**src/rtl/scp_pkg.sv**
```systemverilog
package scp_pkg;

    localparam int WORD_W = 16;

    typedef enum logic {
        CASC_CHAIN = 1'b0,
        CASC_BUS   = 1'b1
    } casc_mode_e;

    typedef struct packed {
        logic rise;
        logic fall;
    } pin_evt_t;

    function automatic logic oe_for_mode(casc_mode_e m, logic selected);
        return (m == CASC_BUS) ? selected : 1'b1;
    endfunction

endpackage

```
**src/rtl/scp_edge_det.sv**
```systemverilog
module scp_edge_det #(
    parameter int N = 2
) (
    input  logic                            clk,
    input  logic                            rst,
    input  logic [N-1:0]                    pin,
    output scp_pkg::pin_evt_t [N-1:0]       evt
);
    logic [N-1:0] pin_q;

    always_ff @(posedge clk) begin
        if (rst) pin_q <= '0;
        else     pin_q <= pin;
    end

    for (genvar i = 0; i < N; i++) begin : g_pin
        assign evt[i] = '{rise: pin[i] & ~pin_q[i], fall: ~pin[i] & pin_q[i]};
    end
endmodule

```
**src/rtl/scp_shifter.sv**
```systemverilog
module scp_shifter #(
    parameter int W = scp_pkg::WORD_W
) (
    input  logic         clk,
    input  logic         rst,
    input  logic         shift_en,
    input  logic         sdin,
    input  logic         load_en,
    output logic [W-1:0] shreg,
    output logic [W-1:0] ctrl_word,
    output logic         wr_strobe
);
    always_ff @(posedge clk) begin
        if (rst)           shreg <= '0;
        else if (shift_en) shreg <= {shreg[W-2:0], sdin};
    end

    always_ff @(posedge clk) begin
        if (rst) begin
            ctrl_word <= '0;
            wr_strobe <= 1'b0;
        end else begin
            wr_strobe <= load_en;
            if (load_en) ctrl_word <= shreg;
        end
    end
endmodule

```
**src/rtl/scp_out_stage.sv**
```systemverilog
module scp_out_stage (
    input  logic                clk,
    input  logic                rst,
    input  scp_pkg::casc_mode_e mode,
    input  logic                sel,
    input  logic                fall_en,
    input  logic                msb,
    output logic                sdout,
    output logic                sdout_oe
);
    always_ff @(posedge clk) begin
        if (rst)          sdout <= 1'b0;
        else if (fall_en) sdout <= msb;
    end

    assign sdout_oe = scp_pkg::oe_for_mode(mode, sel);
endmodule

```
**src/rtl/scp_ctrl_port.sv**
```systemverilog
module scp_ctrl_port #(
    parameter int W = scp_pkg::WORD_W
) (
    input  logic         clk,
    input  logic         rst,
    input  logic         bus_mode,
    input  logic         sel,
    input  logic         sclk,
    input  logic         sdin,
    output logic         sdout,
    output logic         sdout_oe,
    output logic [W-1:0] ctrl_word,
    output logic         wr_strobe
);
    import scp_pkg::*;

    localparam int PIN_SCLK = 0;
    localparam int PIN_SEL  = 1;
    localparam int NPINS    = 2;

    casc_mode_e              mode_e;
    pin_evt_t [NPINS-1:0]    evt;
    logic [W-1:0]            shreg;
    logic                    shift_en;
    logic                    fall_en;
    logic                    load_en;
    logic                    sel_rise_unused;

    assign mode_e = casc_mode_e'(bus_mode);

    scp_edge_det #(.N(NPINS)) u_edges (
        .clk (clk),
        .rst (rst),
        .pin ({sel, sclk}),
        .evt (evt)
    );

    assign shift_en        = evt[PIN_SCLK].rise & sel;
    assign fall_en         = evt[PIN_SCLK].fall & sel;
    assign load_en         = evt[PIN_SEL].fall;
    assign sel_rise_unused = evt[PIN_SEL].rise;

    scp_shifter #(.W(W)) u_shift (
        .clk       (clk),
        .rst       (rst),
        .shift_en  (shift_en),
        .sdin      (sdin),
        .load_en   (load_en),
        .shreg     (shreg),
        .ctrl_word (ctrl_word),
        .wr_strobe (wr_strobe)
    );

    scp_out_stage u_out (
        .clk      (clk),
        .rst      (rst),
        .mode     (mode_e),
        .sel      (sel),
        .fall_en  (fall_en),
        .msb      (shreg[W-1]),
        .sdout    (sdout),
        .sdout_oe (sdout_oe)
    );
endmodule

```
**config.mk**
```make
export PLATFORM = sky130hd
export DESIGN_NAME = scp_ctrl_port
export DESIGN_NICKNAME = d
export VERILOG_FILES = /design/src/rtl/scp_pkg.sv /design/src/rtl/scp_edge_det.sv /design/src/rtl/scp_shifter.sv /design/src/rtl/scp_out_stage.sv /design/src/rtl/scp_ctrl_port.sv
export SDC_FILE = /design/constraint.sdc
export NUM_CORES = 1
export LEC_CHECK = 0
export CAP_MARGIN = 10
export CORE_MARGIN = 4
export CORE_UTILIZATION = 40
export CTS_BUF_LIST = sky130_fd_sc_hd__clkbuf_4
export DETAILED_ROUTE_END_ITERATION = 10
export PLACE_DENSITY = 0.66
export SLEW_MARGIN = 20
export SYNTH_ARGS = -nofsm -noshare
export SYNTH_HDL_FRONTEND = slang
export SYNTH_SLANG_ARGS = --single-unit
```
**constraint.sdc**
```tcl
create_clock -name clk -period 1.2 [get_ports clk]
set_clock_uncertainty 0.15 [all_clocks]
set_input_delay 0.24 -clock clk [delete_from_list [all_inputs] [get_ports clk]]
set_output_delay 0.24 -clock clk [all_outputs]
set_load 0.01 [all_outputs]
```
After elaboration in Yosys (flattened, before gate mapping)
Cells that the tools add are included.
{ "totals": {"register_bits": 36, "in_bits": 6, "word_cells": 14} }
{ "classes": {"muxes": 1, "bitwise_logic": 8} }
{ "ops": {"columns": ["operator", "count"], "rows": [
  ["$and 1x1->1", 5],
  ["$not 1->1", 3],
  ["$mux 1", 1]
]} }

Longest topological paths before layout
{ "logic_depth": {"depth_word": 3, "depth_mapped": 5, "depth_no_buf": 3} }

By module
A second synthesis with hierarchy kept.
{ "unflattened": {"cells_unflattened": 120, "hier_area_um2": 1318.8} }
{ "modules_own_cells": {"columns": ["module", "n_inst", "cells_each", "area_each_um2"], "rows": [
  ["scp_shifter", 1, 106, 1188.6],
  ["scp_edge_det", 1, 8, 77.6],
  ["scp_out_stage", 1, 4, 40.0],
  ["scp_ctrl_port", 1, 2, 12.5]
]} }

Worst setup path after synthesis
No wires, ideal clock.
{ "synth_timing": {"path_type": "reg2reg", "from": "reg u_edges.pin_q[0]", "to": "reg u_shift.shreg[13]", "arrival_time_ps": 862, "setup_slack_ps": 55, "path_stages_with_launch": 5, "n_path_buf": 1, "synth_period_minus_slack_ps": 1145, "cell_sequence": "dfxtp_1 > nand3b_1 > buf_2 > nand2_1 > a21oi_2"} }
{ "synth_via": {"elab_chain_len": 3} }
{ "synth_lines": {"columns": ["element", "line_no", "text"], "rows": [
  ["from (decl)", "scp_edge_det.sv:9", "logic [N-1:0] pin_q;"],
  ["from (signal assigned)", "scp_edge_det.sv:13", "else pin_q <= pin;"],
  ["$not 1->1", "scp_edge_det.sv:17", "assign evt[i] = '{rise: pin[i] & ~pin_q[i], fall: ~pin[i] & pin_q[i]};"],
  ["$and 1x1->1", "scp_edge_det.sv:17", null],
  ["$and 1x1->1", "scp_ctrl_port.sv:38", "assign shift_en = evt[PIN_SCLK].rise & sel;"],
  ["to (signal assigned)", "scp_shifter.sv:15", "else if (shift_en) shreg <= {shreg[W-2:0], sdin};"],
  ["to (decl)", "scp_shifter.sv:9", "output logic [W-1:0] shreg,"]
]} }
Every way passes these cells.
A chain may end at the register's enable or synchronous reset.

Final worst setup path
{ "layout_timing": {"from": "reg u_shift.ctrl_word[0]", "to": "out ctrl_word[0]"} }
{ "layout_lines": {"columns": ["element", "line_no", "text"], "rows": [
  ["from (decl)", "scp_shifter.sv:10", "output logic [W-1:0] ctrl_word,"],
  ["from (signal assigned)", "scp_shifter.sv:24", "if (load_en) ctrl_word <= shreg;"],
  ["to (decl)", "scp_ctrl_port.sv:12", "output logic [W-1:0] ctrl_word,"]
]} }
No word-level cell between the ends.

==> results.json <==
{
  "status": "finished, final reports clean",
  "synth_edf_count": 0,
  "syn-num-nets": 160,
  "layout.area.seq_sq_um": 744,
  "syn_area_per_cell_sq_um": 8.65,
  "cp_top_family": "flip-flops",
  "cts_tree": "built",
  "ant_nets": 0,
  "maxSlewViolCount": 0,
  "globalRouteOverflowTotal": 0,
  "track_usage": 0.135,
  "antenna_found_initial": 0,
  "route.detailed.drc": 0,
  "async_flop_share": 0,
  "cpPeakStageDelay_ns": 0.34,
  "htree_levels": 2,
  "dr.pass1.iters": 4,
  "synth_top_area_frac": 0.541,
  "slew_headroom": 0.878,
  "fin_util": 0.602,
  "rsz0062_at_grt": "true",
  "dieHeight_um": 65.7,
  "numCtsBuffers": 5,
  "synth_top_cell_by_area": "dfxtp_1",
  "wire_per_inst_um": 11.6,
  "power.density_mw_per_mm2": 1040,
  "worstPathRequired_ns": 0.81,
  "ys_seq_elements": 36,
  "power.total_uw": 1960,
  "synth_most_common_cell": "nand2_1",
  "clockBufferDepth": 2,
  "synth.yosys.warnings": 0,
  "rows": 20,
  "slowest_stage": "dfxtp_2",
  "place.detailed.hpwl_mm": 1.82,
  "finalCritPeriodShare": 0.984,
  "layout-drive-gt1-share": 0.467,
  "portBuffers": 24,
  "fin_nets": 203,
  "max_freq_mhz": 847,
  "vias": 1115,
  "die_w_um": 65.7,
  "clk_pin_slew_ns": 0.10,
  "cp_max_fo": 2,
  "ios": 25,
  "grt_pass1_vias": 1047,
  "report.final.hold_viol_count": 0,
  "core_sq_mm": 0.00313,
  "worst-path-buf-inv": 1,
  "regToRegSetupSlack_ns": 0.03,
  "grt_first_pass_wirelength_mm": 4.37,
  "synth_commonest_cells": "nand2_1, dfxtp_1, a21oi_1, a21oi_2, nand2_2",
  "yosys-top-cells-area": "dfxtp_1, nand2_1, a21oi_1",
  "grt_start_max_net_pins": 37,
  "multi_input_area_sq_um": 556,
  "syn_area_sq_mm": 0.00133,
  "leakage_uw": 0.000721,
  "critPathArrivalTime_ns": 0.79,
  "clk_latency_ns": 0.34,
  "cts_root_buffer": "clkbuf_4",
  "worstSetupStartpointType": "register",
  "placedCellCount": 224,
  "finalSetupViolations": 0,
  "ys_types": 17,
  "worstSetupPathType": "reg2out",
  "hold_class": "in2reg",
  "via_per_inst": 4.63,
  "drv_cap": 0,
  "place_congestion": 0.711,
  "crit_path_end_kind": "output port",
  "drt-initial-drc-count": 30,
  "clkSinkCount": 36,
  "initial_core_util": 0.426,
  "cp_cell_sequence": "buf_6",
  "areaGrowthSynthToFinish_pct": 41.2,
  "ys.flop_type": "dfxtp_1",
  "finalWirelength_mm": 2.80,
  "synth_cells": 154,
  "ys_seq_area_frac": 0.541,
  "worst_pin_slew_ns": 0.183,
  "final_cell_count_no_fill": 241,
  "fp.dieArea_sq_mm": 0.00432,
  "tns_ns": 0,
  "diodes": 0,
  "period_minus_slack_ns": 1.18,
  "fillers": 287,
  "ir_drop_mv": 0.681
}
power by group:
group,switching (uW),internal [uW]
clock,374,238
sequential,4.33,1200
combinational,75.0,66.8
metrics by stage:
| stage | cell area (sq um) | worst slack, ns | hold WS, ns |
|---|---|---|---|
| 6_report | 1880 | 0.0196 | 0.135 |
| 2_1_floorplan | 1330 | 0.0548 | 0.217 |
| 3_5_place_dp | 1670 | -0.556 | 0.298 |
| 5_1_grt | 1880 | -0.0311 | 0.137 |
| 4_1_cts | 1770 | -0.00554 | 0.251 |
| 3_3_place_gp | 1670 | -0.520 | 0.294 |
registers in the layout, indices dropped and copies added (netlist names):
name,count
u_out.sdout,1
u_shift.wr_strobe,1
u_shift.ctrl_word,16
u_edges.pin_q,2
u_shift.shreg,16
cells in the final DEF, fill, tap and decap left out, types with 2 or more instances in the layout:
cell              n
buf_12            2
nand2_1          54
clkdlybuf4s50_1   2
dfxtp_2          19
a21oi_2          11
buf_4            19
clkbuf_4          6
nand3b_1          2
a21oi_1          21
nor2_1            2
nor2b_1           2
nand2_2          10
dlygate4sd2_1     2
buf_6            19
dfxtp_1          17
final timing paths:
kind / startpoint / to / depth (start not counted)
setup / recovery: u_shift.ctrl_word[0] / ctrl_word[0] / 1
hold / removal: sclk / u_edges.pin_q[0] / 3
setup reg to reg: u_edges.pin_q[0] / u_shift.shreg[10] / 4
hold reg to reg: u_shift.ctrl_word[12] / u_shift.ctrl_word[12] / 2
repair_timing:
action	4_1_cts	5_1_grt
gates resized for setup	110	13
buffers inserted	4	4
hold buffers	0	0
cloned	0	2
setup endpoints to repair	48	28
pin swaps	0	1
final cells by class:
class | instances | share of cell area
well taps | 44 | 0.0293
flip-flops and latches | 36 | 0.396
clock buffers | 6 | 0.0239
repair buffers | 47 | 0.253
clock inverters | 1 | 0.00266
multi-input cells | 107 | 0.295
tightest hold or removal path, stage by stage:
cell            delay (ns)
dlymetal6s2s_1        0.12
buf_4                 0.12
nor2b_1               0.11
routing by layer:
layer / track usage / wire length, um / vias to the layer above
li1: - / - / 573
met1: 0.134 / 1200 / 516
met2: 0.240 / 1430 / 23
met3: 0.0581 / 124 / 3
met4: 0.0622 / 44 / 0
met5: 0 / 0 / -
cells by family (layout without fill, tap and decap cells):
kind of cell / after synthesis / count (layout) / synth area share
simple gates: 74 / 74 / 0.246
flops: 36 / 36 / 0.541
compound gates: 32 / 32 / 0.148
buf+inv: 11 / 54 / 0.0573
mux: 1 / 1 / 0.00751
No activity file was read; power rests on OpenSTA's default activity.
